[config.mk]
export PLATFORM = sky130hd
export DESIGN_NAME = rdqs_trim_engine
export DESIGN_NICKNAME = d
export VERILOG_FILES = /design/src/rtl/rdqs_trim_pkg.sv /design/src/rtl/rdqs_code_adjust.sv /design/src/rtl/rdqs_lane_addr.sv /design/src/rtl/rdqs_poll_timer.sv /design/src/rtl/rdqs_trim_engine.sv
export SDC_FILE = /design/constraint.sdc
export NUM_CORES = 1
export LEC_CHECK = 0
export BUFFER_PORTS_ARGS = -buffer_cell sky130_fd_sc_hd__buf_4
export CAP_MARGIN = 20
export CORE_MARGIN = 4
export CORE_UTILIZATION = 49
export CTS_BUF_LIST = sky130_fd_sc_hd__clkbuf_2
export DETAILED_ROUTE_END_ITERATION = 6
export MAX_ROUTING_LAYER = met4
export PLACE_DENSITY = 0.75
export RECOVER_POWER = 100
export SLEW_MARGIN = 0
export SYNTH_ARGS = -nofsm -noshare
export SYNTH_HDL_FRONTEND = slang
export SYNTH_SLANG_ARGS = --single-unit
[constraint.sdc]
create_clock -name clk -period 3.4 [get_ports clk]
set_input_delay 0.68 -clock clk [delete_from_list [all_inputs] [get_ports clk]]
set_output_delay 0.68 -clock clk [all_outputs]
set_load 0.1 [all_outputs]
[src/rtl/rdqs_trim_pkg.sv]
package rdqs_trim_pkg;

  typedef enum logic [3:0] {
    S_IDLE,
    S_CTL_RD,
    S_CTL_SET,
    S_POLL,
    S_LANE_RD,
    S_LANE_WR,
    S_LANE_CHK,
    S_CTL_CLR,
    S_DONE,
    S_FAIL
  } trim_state_e;

endpackage

[src/rtl/rdqs_code_adjust.sv]
module rdqs_code_adjust #(
  parameter int DATA_W   = 32,
  parameter int STEP_W   = 9,
  parameter int CODE_LSB = 8,
  parameter int CODE_W   = 8
) (
  input  logic [DATA_W-1:0]        word_i,
  input  logic signed [STEP_W-1:0] step_i,
  output logic [DATA_W-1:0]        word_o
);
  localparam int SUM_W = ((STEP_W > CODE_W) ? STEP_W : CODE_W) + 2;
  localparam logic signed [SUM_W-1:0] CODE_MAX = {{(SUM_W-CODE_W){1'b0}}, {CODE_W{1'b1}}};

  logic signed [SUM_W-1:0] code_ext, step_ext, sum;
  logic [CODE_W-1:0] code_new;

  always_comb begin
    code_ext = $signed({{(SUM_W-CODE_W){1'b0}}, word_i[CODE_LSB +: CODE_W]});
    step_ext = $signed({{(SUM_W-STEP_W){step_i[STEP_W-1]}}, step_i});
    sum      = code_ext + step_ext;
    if (sum[SUM_W-1])         code_new = '0;
    else if (sum > CODE_MAX)  code_new = '1;
    else                      code_new = sum[CODE_W-1:0];
    word_o = word_i;
    word_o[CODE_LSB +: CODE_W] = code_new;
  end
endmodule

[src/rtl/rdqs_lane_addr.sv]
module rdqs_lane_addr #(
  parameter int ADDR_W      = 16,
  parameter int IDX_W       = 2,
  parameter int LANE_BASE   = 'h01C0,
  parameter int LANE_STRIDE = 'h0040
) (
  input  logic [IDX_W-1:0]  idx_i,
  output logic [ADDR_W-1:0] addr_o
);
  localparam bit POW2 = (LANE_STRIDE > 0) && ((LANE_STRIDE & (LANE_STRIDE - 1)) == 0);
  localparam int SHIFT = (LANE_STRIDE > 1) ? $clog2(LANE_STRIDE) : 0;

  generate
    if (POW2) begin : g_shift
      assign addr_o = ADDR_W'(LANE_BASE) + (ADDR_W'(idx_i) << SHIFT);
    end else begin : g_mult
      assign addr_o = ADDR_W'(LANE_BASE) + ADDR_W'(idx_i) * ADDR_W'(LANE_STRIDE);
    end
  endgenerate
endmodule

[src/rtl/rdqs_poll_timer.sv]
module rdqs_poll_timer #(
  parameter int POLL_W = 16
) (
  input  logic              clk,
  input  logic              rst_n,
  input  logic              clear_i,
  input  logic              miss_i,
  input  logic [POLL_W-1:0] limit_i,
  output logic              expire_o
);
  logic [POLL_W-1:0] cnt_q;
  logic [POLL_W:0]   eff_limit, next_cnt;

  assign eff_limit = (limit_i == '0) ? (POLL_W+1)'(1) : {1'b0, limit_i};
  assign next_cnt  = {1'b0, cnt_q} + (POLL_W+1)'(1);
  assign expire_o  = miss_i && (next_cnt >= eff_limit);

  always_ff @(posedge clk or negedge rst_n) begin
    if (!rst_n)                    cnt_q <= '0;
    else if (clear_i)              cnt_q <= '0;
    else if (miss_i && !expire_o)  cnt_q <= next_cnt[POLL_W-1:0];
  end

  // the counter never runs past the limit it guards
  p_cnt_bound_r10: assert property (@(posedge clk) disable iff (!rst_n)
    {1'b0, cnt_q} < eff_limit || clear_i || !miss_i);
endmodule

[src/rtl/rdqs_trim_engine.sv]
module rdqs_trim_engine
  import rdqs_trim_pkg::*;
#(
  parameter int ADDR_W      = 16,
  parameter int DATA_W      = 32,
  parameter int MAX_LANES   = 4,
  parameter int STEP_W      = 9,
  parameter int POLL_W      = 16,
  parameter int CODE_LSB    = 8,
  parameter int CODE_W      = 8,
  parameter int CTL_ADDR    = 'h0004,
  parameter int STS_ADDR    = 'h000C,
  parameter int LANE_BASE   = 'h01C0,
  parameter int LANE_STRIDE = 'h0040,
  parameter int INH_BIT     = 26,
  parameter int VTS_BIT     = 30,
  parameter int CNT_W       = $clog2(MAX_LANES + 1)
) (
  input  logic                     clk,
  input  logic                     rst_n,
  input  logic                     start_i,
  input  logic [CNT_W-1:0]         lane_cnt_i,
  input  logic signed [STEP_W-1:0] step_i,
  input  logic [POLL_W-1:0]        poll_limit_i,
  output logic [ADDR_W-1:0]        bus_addr_o,
  output logic                     bus_rd_o,
  output logic                     bus_wr_o,
  output logic [DATA_W-1:0]        bus_wdata_o,
  input  logic [DATA_W-1:0]        bus_rdata_i,
  input  logic                     bus_ready_i,
  output logic                     busy_o,
  output logic                     done_o,
  output logic                     err_o
);
  localparam int IDX_W = (MAX_LANES > 1) ? $clog2(MAX_LANES) : 1;
  localparam logic [DATA_W-1:0] INH_MASK = DATA_W'(1) << INH_BIT;

  trim_state_e state_q, state_d;
  logic [DATA_W-1:0]        ctl_q, word_q, adj_word;
  logic [IDX_W-1:0]         idx_q;
  logic [CNT_W-1:0]         nlanes_q, cnt_cap;
  logic signed [STEP_W-1:0] step_q;
  logic [POLL_W-1:0]        limit_q;
  logic [ADDR_W-1:0]        lane_addr;
  logic acc, vt_set, last_lane, miss, expire, poll_clr;

  rdqs_code_adjust #(.DATA_W(DATA_W), .STEP_W(STEP_W), .CODE_LSB(CODE_LSB), .CODE_W(CODE_W))
    u_adj (.word_i(word_q), .step_i(step_q), .word_o(adj_word));

  rdqs_lane_addr #(.ADDR_W(ADDR_W), .IDX_W(IDX_W), .LANE_BASE(LANE_BASE), .LANE_STRIDE(LANE_STRIDE))
    u_addr (.idx_i(idx_q), .addr_o(lane_addr));

  rdqs_poll_timer #(.POLL_W(POLL_W))
    u_timer (.clk(clk), .rst_n(rst_n), .clear_i(poll_clr), .miss_i(miss),
             .limit_i(limit_q), .expire_o(expire));

  assign acc       = (bus_rd_o || bus_wr_o) && bus_ready_i;
  assign vt_set    = bus_rdata_i[VTS_BIT];
  assign miss      = (state_q == S_POLL) && acc && !vt_set;
  assign poll_clr  = (state_q == S_CTL_SET);
  assign last_lane = (CNT_W'(idx_q) + CNT_W'(1)) == nlanes_q;
  assign cnt_cap   = (lane_cnt_i > CNT_W'(MAX_LANES)) ? CNT_W'(MAX_LANES) : lane_cnt_i;

  // Request decode: one strobe per state, address and data held by state
  always_comb begin
    bus_rd_o    = 1'b0;
    bus_wr_o    = 1'b0;
    bus_addr_o  = '0;
    bus_wdata_o = '0;
    case (state_q)
      S_CTL_RD:   begin bus_rd_o = 1'b1; bus_addr_o = ADDR_W'(CTL_ADDR); end
      S_CTL_SET:  begin bus_wr_o = 1'b1; bus_addr_o = ADDR_W'(CTL_ADDR); bus_wdata_o = ctl_q | INH_MASK; end
      S_POLL:     begin bus_rd_o = 1'b1; bus_addr_o = ADDR_W'(STS_ADDR); end
      S_LANE_RD:  begin bus_rd_o = 1'b1; bus_addr_o = lane_addr; end
      S_LANE_WR:  begin bus_wr_o = 1'b1; bus_addr_o = lane_addr; bus_wdata_o = adj_word; end
      S_LANE_CHK: begin bus_rd_o = 1'b1; bus_addr_o = lane_addr; end
      S_CTL_CLR:  begin bus_wr_o = 1'b1; bus_addr_o = ADDR_W'(CTL_ADDR); bus_wdata_o = ctl_q & ~INH_MASK; end
      default: ;
    endcase
  end

  always_comb begin
    state_d = state_q;
    case (state_q)
      S_IDLE:     if (start_i) state_d = S_CTL_RD;
      S_CTL_RD:   if (acc) state_d = S_CTL_SET;
      S_CTL_SET:  if (acc) state_d = S_POLL;
      S_POLL:     if (acc) begin
                    if (vt_set)      state_d = (nlanes_q == '0) ? S_CTL_CLR : S_LANE_RD;
                    else if (expire) state_d = S_FAIL;
                  end
      S_LANE_RD:  if (acc) state_d = S_LANE_WR;
      S_LANE_WR:  if (acc) state_d = S_LANE_CHK;
      S_LANE_CHK: if (acc) state_d = last_lane ? S_CTL_CLR : S_LANE_RD;
      S_CTL_CLR:  if (acc) state_d = S_DONE;
      S_DONE:     state_d = S_IDLE;
      S_FAIL:     state_d = S_IDLE;
      default:    state_d = S_IDLE;
    endcase
  end

  always_ff @(posedge clk or negedge rst_n) begin
    if (!rst_n) begin
      state_q  <= S_IDLE;
      ctl_q    <= '0;
      word_q   <= '0;
      idx_q    <= '0;
      nlanes_q <= '0;
      step_q   <= '0;
      limit_q  <= '0;
    end else begin
      state_q <= state_d;
      if (state_q == S_IDLE && start_i) begin
        nlanes_q <= cnt_cap;
        step_q   <= step_i;
        limit_q  <= poll_limit_i;
        idx_q    <= '0;
      end
      if (state_q == S_CTL_RD && acc)   ctl_q  <= bus_rdata_i;
      if (state_q == S_LANE_RD && acc)  word_q <= bus_rdata_i;
      if (state_q == S_LANE_CHK && acc && !last_lane) idx_q <= idx_q + IDX_W'(1);
    end
  end

  assign busy_o = (state_q != S_IDLE);
  assign done_o = (state_q == S_DONE);
  assign err_o  = (state_q == S_FAIL);

  // never both strobes
  p_one_strobe_r11: assert property (@(posedge clk) disable iff (!rst_n)
    !(bus_rd_o && bus_wr_o));
  // unaccepted request is held
  p_hold_req_r11: assert property (@(posedge clk) disable iff (!rst_n)
    ((bus_rd_o || bus_wr_o) && !bus_ready_i) |=>
      ($stable(bus_rd_o) && $stable(bus_wr_o) && $stable(bus_addr_o) && $stable(bus_wdata_o)));
  // done follows an accepted control write that clears the inhibit bit
  p_done_after_clr_r8: assert property (@(posedge clk) disable iff (!rst_n)
    done_o |-> $past(bus_wr_o && bus_ready_i && bus_addr_o == ADDR_W'(CTL_ADDR) && !bus_wdata_o[INH_BIT]));
  // done is a single-cycle pulse
  p_done_pulse_r8: assert property (@(posedge clk) disable iff (!rst_n)
    done_o |=> !done_o);
  // error follows an accepted status read
  p_err_after_poll_r10: assert property (@(posedge clk) disable iff (!rst_n)
    err_o |-> $past(bus_rd_o && bus_ready_i && bus_addr_o == ADDR_W'(STS_ADDR)));
  // start during a pass does not end it
  p_start_ignored_r9: assert property (@(posedge clk) disable iff (!rst_n)
    (busy_o && !done_o && !err_o && start_i) |=> busy_o);
  // a non-negative step never lowers the delay field
  p_clamp_dir_r5: assert property (@(posedge clk) disable iff (!rst_n)
    (state_q == S_LANE_WR && !step_q[STEP_W-1]) |->
      (bus_wdata_o[CODE_LSB +: CODE_W] >= word_q[CODE_LSB +: CODE_W]));
endmodule

==> results.json, run 1 <==
{
  "rows": 40,
  "reg2reg_slack_ns": -0.04,
  "crit_chain": "ha_2, fa_2, a211oi_2, o21bai_1, a31oi_1, nand3_1, a31oi_4, a221o_2, buf_12",
  "initial_utilization": 0.506,
  "cts_sink_count": 113,
  "failed_checks": "max-capacitance violations, max-slew violations, negative setup slack",
  "setup_viol_count_final": 18,
  "synth.top_cell.area_share": 0.460,
  "startpoint": "step_q[0]",
  "grt_max_degree": 57,
  "ys_warn_count": 0,
  "detailed_router_s_first_iteration_violation_count": 329,
  "final_cycle_utilization_of_the_critical_path": 1.10,
  "tritoncts": "built",
  "worst-setup-path-type": "reg -> out",
  "io_pins": 117,
  "ant_nets": 0,
  "gr-usage-met2": 0.341,
  "worst-r2r-cell-count": 14,
  "grt_pass1_vias": 4906,
  "clock_pin_slew_reported_for_the_worst_setup_and_hold_paths_after_clock_tree_synthesis_ns": 0.18,
  "avgRoutedWirePerCell_um": 17.7,
  "globalRouteTotalUtil": 0.216,
  "wirelength_um": 15000,
  "synthesized_area_mm2": 0.00615,
  "worst_slew_margin_rel": -0.161,
  "groute.layer.met3.usage": 0.0551,
  "critPathMaxStageDelay_ns": 0.44,
  "floorplan.core_area_mm2": 0.0122,
  "vias_per_cell": 5.58,
  "grt_setup_unrepaired": "yes",
  "crit_slowest_cell": "dfrtp_1",
  "cp_data_required_time_ns": 2.72,
  "layout.cells.most_common": "dfrtp_1",
  "drive_gt1_frac": 0.441,
  "clockBufferDepth": 2,
  "share_of_synthesized_registers_carrying_an_async_set_or_reset": 1.00,
  "critical_path.reg2reg.endpoint": "u_timer.cnt_q[11]",
  "synth_edf_count": 0,
  "maxCapViolCount": 1,
  "crit_path_buf_inv_count": 1,
  "cts_max_level": 4,
  "final_net_count": 758,
  "timing.hold.worst_path_depth": 2,
  "grt_remaining_overflow": 0,
  "detailedRoute.firstPassIterationCount": 6,
  "diodes": 0,
  "dp.final_hpwl_um": 10300,
  "global_route_wire_length_before_repair_um": 23900,
  "synth-seq-area-share": 0.460,
  "fp.dieW_um": 120,
  "hold_violations": 0,
  "root_buffer_master": "clkbuf_2",
  "timing.critical_path.fanout_max": 8,
  "layout.cells.non_filler": 846,
  "critical_path.endpoint": "bus_wdata_o[13]",
  "worstPathArrival_ns": 3.07,
  "antenna_found_initial": 0,
  "highest_count_cells_in_the_layout_ignoring_fill_and_taps": "111 x dfrtp_1, 103 x buf_4, 95 x mux2_2",
  "number_of_pins_exceeding_their_max_slew_limit_in_the_final_report": 33,
  "worst_r2r_startpoint": "u_timer.cnt_q[1]",
  "hold_path_class": "in -> reg",
  "ys_seq_elements": 113,
  "skew_ns": 0.0191,
  "drc_violation_count_after_routing": 0,
  "syn2layout_area_growth_pct": 25.0,
  "timing.critical_path.from_type": "flop",
  "grt.met1_usage": 0.266,
  "cp-end-kind": "primary output",
  "worst_hold_slack_ns": 0.221,
  "netlist_instances": 540,
  "gpl.final_weighted_congestion": 0.882,
  "vias": 4724,
  "finalWorstSetupSlack_ns": -0.350,
  "placed_cell_count": 803,
  "filler_cell_count": 932,
  "die_h_um": 120,
  "synthesis.area_per_instance_um2": 11.4,
  "synth.top_cells.by_area": "dfrtp_1 46%, mux2_2 17%, ha_1 5.5%",
  "outcome": "finished, violations left",
  "port_buffers": 106,
  "timing.critical_path.max_delay_family": "compound AO/OA/AOI/OAI gates",
  "die-area_mm2": 0.0144,
  "cts_buffers": 17,
  "pin_slew_with_the_least_headroom_to_its_limit_ns": 1.74,
  "ys.flop_type": "dfrtp_1",
  "synth.lib_cells_used.distinct": 55,
  "final_period_minus_worst_setup_slack_ns": 3.75,
  "busiest_layer": "met2",
  "achievable-frequency_mhz": 267,
  "clk-insertion-delay-late_ns": 0.67,
  "cp.depth": 9,
  "yosysTopAreaCell": "dfrtp_1"
}
==> how the worst min path moves through the flow <==
stage,start,end,slack [ns]
floorplan,rst_n,ctl_q[0],0.38
global placement,ctl_q[23],ctl_q[23],0.49
detailed placement,ctl_q[28],ctl_q[28],0.49
CTS,bus_rdata_i[3],ctl_q[3],0.17
global route,bus_rdata_i[2],ctl_q[2],0.13
finish,bus_rdata_i[3],ctl_q[3],0.22
==> cells in the mapped netlist (3+ instances only) <==
library cell  number
o31ai_1            4
a21oi_1           13
buf_4             11
nor2_1            19
dfrtp_1          113
a22o_1            23
a21o_1             4
nor3_1            12
nand2_1           34
mux2i_1            3
and2_1            10
a211oi_1          10
buf_1              4
clkbuf_1          15
o21a_1             3
inv_1             22
nand3_1           12
xnor2_1            9
nand4_1            6
nor2b_1            5
ha_1              27
and3_1             3
a31oi_1            3
a31o_2             5
a221o_1            7
nor4_1             4
xor2_1             9
nand2b_1           9
mux2_2            95
mux2_4             4
o21ai_0           14
==> state kept, by name, summed over array words and instances, names as in the netlist <==
register	cells
state_q	4
u_timer.cnt_q	16
idx_q	2
step_q	9
nlanes_q	3
limit_q	16
word_q	32
ctl_q	31
==> metal layers <==
layer / wire length [um] / share of wire / vias up
li1: - / - / 2201
met1: 6420 / 0.43 / 2321
met2: 7340 / 0.49 / 168
met3: 867 / 0.058 / 34
met4: 378 / 0.025 / 0
met5: 0 / 0 / -
==> through the flow <==
stage / instance area (um2) / setup TNS (ns) / setup slack [ns] / util
final: 7690 / -2.87 / -0.350 / 0.633
after global routing: 7690 / -9.12 / -0.567 / 0.633
after CTS: 7580 / -3.00 / -0.388 / 0.623
after detailed placement: 7180 / 0 / 0.0309 / 0.590
after global placement: 7180 / 0 / 0.119 / 0.590
after floorplan: 6240 / -0.253 / -0.0609 / -
==> what timing repair did <==
item,in CTS,in global routing
gates resized for setup,31,22
hold buffers,1,0
setup endpoints to repair,10,48
pin swaps,7,11
endpoints found under the hold margin,19,0
setup buffers,4,6
gates cloned,0,1
==> kinds of logic after synthesis <==
| logic type | count (synthesis) | share of synthesized area |
|---|---|---|
| simple gates | 126 | 0.107 |
| mux | 102 | 0.188 |
| buf+inv | 56 | 0.0437 |
| fa+ha+maj | 28 | 0.0582 |
| compound gates | 96 | 0.117 |
| xor+xnor | 18 | 0.0256 |
| flops | 113 | 0.460 |
| other cells | 1 | 0.000609 |
==> cell type report <==
cell class                 instances  area (um2)  area share
sequential                       113        2830       0.368
tap                              168         210      0.0273
clock inverter                    14         141      0.0184
clock buffer                      17        85.1      0.0111
timing repair buffer             132        1090       0.142
inverter                          22        82.6      0.0107
multi-input combinational        380        3250       0.423
Power of run 1 is left out: the tool's default activity adds up to more than one toggle a clock period on the data nets, which glitch-free logic cannot reach.
==> run 2: changes to the inputs <==
- PLACE_DENSITY: 0.75 -> 0.74
- SLEW_MARGIN: 0 -> unset
- SYNTH_HIERARCHICAL: unset -> 1
==> run 2 against run 1 <==
  * The flow finishes with violations (negative setup slack)
  * Worst hold slack lost 0.042 ns
  * Cell count grew 8.3%
  * Global-route usage shrank 0.089 points
  * Sequential share of layout area shrank 2.3 points
  * Flip-flop and latch count is the same
  * Via count grew 11%
  * First-iteration DRC count grew 8.5%
  * Fmax grew 0.42%
  * Critical path type unchanged
  * Highest routed layer unchanged
==> results.json, run 2 <==
{
  "synthesis.area_per_instance_um2": 11.4,
  "ys_warn_count": 6,
  "initial_utilization": 0.502,
  "worst_slew_margin_rel": 0.104,
  "achievable-frequency_mhz": 268,
  "dp.final_hpwl_um": 11700,
  "crit_path_buf_inv_count": 3,
  "cp-end-kind": "primary output",
  "groute.layer.met3.usage": 0.0567,
  "globalRouteTotalUtil": 0.215,
  "share_of_synthesized_registers_carrying_an_async_set_or_reset": 1.00,
  "final_period_minus_worst_setup_slack_ns": 3.73,
  "syn2layout_area_growth_pct": 16.8,
  "cp.depth": 11,
  "layout.cells.most_common": "buf_4",
  "registers.top_by_ff_count": "word_q",
  "synth.lib_cells_used.distinct": 70,
  "fin_util": 0.587,
  "final_cycle_utilization_of_the_critical_path": 1.10,
  "grt_remaining_overflow": 0,
  "gr-usage-met2": 0.360,
  "timing.critical_path.max_delay_family": "compound AO/OA/AOI/OAI gates",
  "synth_edf_count": 0,
  "worst-setup-path-type": "reg -> out",
  "rows": 43,
  "synth.top_cell.area_share": 0.402,
  "crit_slowest_cell": "dfrtp_1",
  "detailed_router_s_first_iteration_violation_count": 357,
  "global_route_wire_length_before_repair_um": 27100,
  "drive_gt1_frac": 0.325,
  "synth.top_cells.by_area": "dfrtp_1 40%, mux2_4 13%, ha_1 5.0%",
  "timing.critical_path.from_type": "flop",
  "wirelength_um": 17100,
  "crit_chain": "ha_2, inv_2, fa_2, nor2b_4, o31a_4, a211oi_4, buf_6, xnor2_2, o21a_1, a22o_1, buf_12",
  "highest_count_cells_in_the_layout_ignoring_fill_and_taps": "115 x buf_4, 110 x dfrtp_1, 79 x mux2_1",
  "netlist_instances": 615,
  "number_of_flip_flops_under_the_largest_register_name": 32,
  "synth-seq-area-share": 0.402,
  "clock_pin_slew_reported_for_the_worst_setup_and_hold_paths_after_clock_tree_synthesis_ns": 0.19,
  "ys.flop_type": "dfrtp_1",
  "ant_nets": 0,
  "pin_slew_with_the_least_headroom_to_its_limit_ns": 1.34,
  "floorplan.core_area_mm2": 0.0140,
  "critical_path.endpoint": "bus_wdata_o[10]",
  "busiest_layer": "met2",
  "outcome": "finished, violations left",
  "tritoncts": "built",
  "grt_max_degree": 54,
  "maxCapViolCount": 0,
  "timing.critical_path.fanout_max": 4,
  "fp.dieW_um": 128,
  "worst-r2r-cell-count": 14,
  "number_of_pins_exceeding_their_max_slew_limit_in_the_final_report": 0,
  "biggestRegsByFlops": "word_q: 32 flops, ctl_q: 31 flops",
  "cts_sink_count": 113,
  "ys_seq_elements": 113,
  "port_buffers": 106,
  "finalWorstSetupSlack_ns": -0.334,
  "vias_per_cell": 5.72,
  "worst_r2r_startpoint": "u_timer/cnt_q[2]",
  "antenna_found_initial": 0,
  "skew_ns": 0.0336,
  "io_pins": 117,
  "clk-insertion-delay-late_ns": 0.69,
  "critPathMaxStageDelay_ns": 0.42,
  "yosys.cell_count.top_type": "dfrtp_1",
  "root_buffer_master": "clkbuf_2",
  "critical_path.reg2reg.endpoint": "u_timer/cnt_q[3]",
  "synthesized_area_mm2": 0.00703,
  "gpl.final_weighted_congestion": 0.899,
  "reg2reg_slack_ns": 0.06,
  "die_h_um": 128,
  "clockBufferDepth": 2,
  "grt_pass1_vias": 5449,
  "worst_hold_slack_ns": 0.179,
  "diodes": 0,
  "yosysTopAreaCell": "dfrtp_1",
  "detailedRoute.firstPassIterationCount": 5,
  "cp_data_required_time_ns": 2.72,
  "grt.met1_usage": 0.247,
  "grt_setup_unrepaired": "yes",
  "setup_viol_count_final": 12,
  "worstPathArrival_ns": 3.05,
  "drc_violation_count_after_routing": 0,
  "final_net_count": 816,
  "startpoint": "word_q[8]",
  "failed_checks": "negative setup slack",
  "avgRoutedWirePerCell_um": 18.7,
  "hold_violations": 0,
  "synth_commonest_cells": "113 x dfrtp_1, 60 x mux2_4, 40 x buf_4, 31 x a22o_1, 30 x inv_1",
  "cts_max_level": 4,
  "vias": 5235,
  "hold_path_class": "in -> reg",
  "die-area_mm2": 0.0163,
  "cts_buffers": 17
}
run 2: cell types whose count changed after synthesis, moves of 9 or more:
| cell | delta |
|---|---|
| a21oi_1 | +16 |
| and2_1 | -9 |
| and3_1 | +17 |
| buf_2 | +9 |
| buf_4 | +29 |
| clkbuf_1 | -9 |
| mux2_1 | +26 |
| mux2_2 | -91 |
| mux2_4 | +56 |
| nand2_1 | -16 |
| or3_1 | +11 |
run 2: how the worst min path moves through the flow:
stage | start | to | slack (ns) | cells past startpoint
floorplan | rst_n | ctl_q[0] | 0.38 | 0
global placement | word_q[1] | word_q[1] | 0.47 | 1
detailed placement | ctl_q[22] | ctl_q[22] | 0.49 | 1
CTS | poll_limit_i[15] | limit_q[15] | 0.10 | 2
global route | poll_limit_i[15] | limit_q[15] | 0.1 | 2
finish | poll_limit_i[15] | limit_q[15] | 0.18 | 2
run 2: kinds of logic (layout without fill, tap and decap cells):
logic type | Yosys count | after routing | share of synthesized area
fa+ha+maj | 29 | 29 | 0.0527
other cells | 1 | 12 | 0.000534
xor+xnor | 23 | 23 | 0.0287
mux | 95 | 95 | 0.183
flops | 113 | 113 | 0.402
compound gates | 128 | 128 | 0.138
buf+inv | 98 | 208 | 0.0853
simple gates | 128 | 128 | 0.109
run 2: metrics by stage:
step                      std cells  area (um2)  setup TNS [ns]  setup WS, ns
final                           916        8210           -2.38        -0.334
after global placement          860        7730               0         0.200
after global routing            916        8210           -7.87        -0.512
after detailed placement        860        7730               0       0.00401
after floorplan                 626        7070               0         0.124
after CTS                       901        8180           -2.94        -0.418
run 2: final cells by class:
type                    instances  area, um2
fillers                      1227       5780
clock buffers                  19       95.1
flip-flops and latches        113       2830
multi-input cells             415       3620
well taps                     180        225
inverters                      31        116
clock inverters                13        144
repair buffers                145       1170
run 2: routing by layer:
layer | wire, um | vias to the layer above
li1 | - | 2417
met1 | 7020 | 2621
met2 | 8910 | 165
met3 | 830 | 32
met4 | 382 | 0
met5 | 0 | -
run 2: what timing repair did:
item,CTS,global route
resized for setup,35,48
hold buffers,1,0
hold endpoints to repair,27,0
setup buffers,8,14
endpoints found under the setup margin,34,52
cloned,0,1
pin swaps,10,24
Power of run 2 is left out for the same reason.
==> run 3: changes to the inputs <==
- SKIP_CTS_REPAIR_TIMING: unset -> 1
==> run 3 against run 2 <==
  * The flow still finishes with violations (negative setup slack)
  * Wire length grew 0.23%
  * Sequential share of layout area down 0.058 points
  * First-iteration DRC count shrank 7.3%
  * Utilization rose by 0.098 points
  * Cell count down 0.33%
  * Non-clock buffer count shrank 3
  * Worst setup slack lost 0.024 ns
  * Critical endpoint is now bus_wdata_o[9]
==> results.json, run 3 (synthesis results as in run 2) <==
{
  "timing.critical_path.fanout_max": 7,
  "grt_setup_unrepaired": "yes",
  "rows": 43,
  "ant_nets": 0,
  "post-place-ws_ns": 0.00401,
  "global_route_wire_length_before_repair_um": 26600,
  "final_period_minus_worst_setup_slack_ns": 3.76,
  "filler_cell_count": 1224,
  "clock_pin_slew_reported_for_the_worst_setup_and_hold_paths_after_clock_tree_synthesis_ns": 0.19,
  "pin_slew_with_the_least_headroom_to_its_limit_ns": 1.35,
  "hold_violations": 0,
  "outcome": "finished, violations left",
  "die_h_um": 128,
  "port_buffers": 106,
  "failed_checks": "negative setup slack",
  "hold_path_class": "in -> reg",
  "final_cycle_utilization_of_the_critical_path": 1.11,
  "cp_data_required_time_ns": 2.72,
  "dp.final_hpwl_um": 11700,
  "finalWorstSetupSlack_ns": -0.358,
  "drive_gt1_frac": 0.330,
  "number_of_pins_exceeding_their_max_slew_limit_in_the_final_report": 0,
  "registers.top_by_ff_count": "word_q",
  "diodes": 0,
  "dr_wl_met2_um": 8930,
  "cts_buffers": 17,
  "gpl.final_weighted_congestion": 0.899,
  "initial_utilization": 0.502,
  "final_net_count": 813,
  "achievable-frequency_mhz": 266,
  "floorplan.core_area_mm2": 0.0140,
  "detailed_router_s_first_iteration_violation_count": 331,
  "clk-insertion-delay-late_ns": 0.67,
  "cts_sink_count": 113,
  "number_of_flip_flops_under_the_largest_register_name": 32,
  "fp.dieW_um": 128,
  "detailedRoute.firstPassIterationCount": 5,
  "postPlaceCellArea_mm2": 0.00773,
  "grt_pass1_vias": 5375,
  "grt_max_degree": 54,
  "cp-end-kind": "primary output",
  "worst-setup-path-type": "reg -> out",
  "worstPathArrival_ns": 3.08,
  "biggestRegsByFlops": "word_q: 32 flops, ctl_q: 31 flops",
  "vias_per_cell": 5.69,
  "maxCapViolCount": 0,
  "post-route-cell-area_mm2": 0.00822,
  "die-area_mm2": 0.0163,
  "antenna_found_initial": 0,
  "setup_viol_count_final": 9,
  "tritoncts": "built",
  "highest_count_cells_in_the_layout_ignoring_fill_and_taps": "111 x buf_4, 110 x dfrtp_1, 79 x mux2_1",
  "root_buffer_master": "clkbuf_2",
  "wirelength_um": 17200,
  "io_pins": 117,
  "grt_remaining_overflow": 0,
  "avgRoutedWirePerCell_um": 18.8,
  "highest_layer": "met4",
  "layout.cells.most_common": "buf_4",
  "met3_length_um": 859,
  "timing.critical_path.from_type": "flop",
  "skew_ns": 0.0325,
  "clockBufferDepth": 2,
  "drc_violation_count_after_routing": 0,
  "globalRouteTotalUtil": 0.211,
  "wl_met1_um": 6950,
  "timing.setup.tns_ns": -2.34,
  "syn2layout_area_growth_pct": 16.9,
  "cts_max_level": 4,
  "vias": 5194,
  "worst_slew_margin_rel": 0.101
}
run 3: cell type report:
cell class | count | area (um2) | share of cell area
multi-input cells | 415 | 3660 | 0.446
flip-flops and latches | 113 | 2830 | 0.344
repair buffers | 142 | 1140 | 0.139
well taps | 180 | 225 | 0.0274
clock inverters | 13 | 144 | 0.0175
inverters | 31 | 116 | 0.0142
clock buffers | 19 | 95.1 | 0.0116
run 3: path summary, 6_finish.rpt:
kind,start,slack (ns),cells after the start,to
hold reg to reg,ctl_q[22],0.51,1,ctl_q[22]
min in group asynchronous,rst_n,0.81,2,ctl_q[0]
max in group asynchronous,rst_n,1.02,3,state_q[1]
setup / recovery,step_q[0],-0.36,11,bus_wdata_o[9]
setup reg to reg,u_timer/cnt_q[1],-0.04,14,u_timer/cnt_q[2]
hold / removal,poll_limit_i[15],0.19,2,limit_q[15]
run 3: critical path, cell delays in order, from the launching register on:
cell	delay (ns)
dfrtp_1	0.45
ha_4	0.18
inv_2	0.05
fa_2	0.23
nor2b_4	0.05
o31a_4	0.31
a211oi_4	0.25
buf_6	0.16
nand2_1	0.06
mux2_2	0.26
a22o_1	0.25
buf_12	0.17
run 3: metrics by stage:
step / utilization / hold slack (ns) / std cells
global route: 0.588 / 0.0965 / 913
finish: 0.588 / 0.188 / 913
detailed placement: 0.553 / 0.494 / 860
CTS: 0.570 / -0.0348 / 892
global placement: 0.553 / 0.475 / 860
floorplan: - / 0.384 / 626
run 3: metal layers:
metal / GRT usage / vias to the layer above
met5: - / -
met1: 0.243 / 2576
li1: - / 2410
met2: 0.352 / 163
met4: 0.0799 / 0
met3: 0.0571 / 45
Power of run 3 is left out for the same reason.
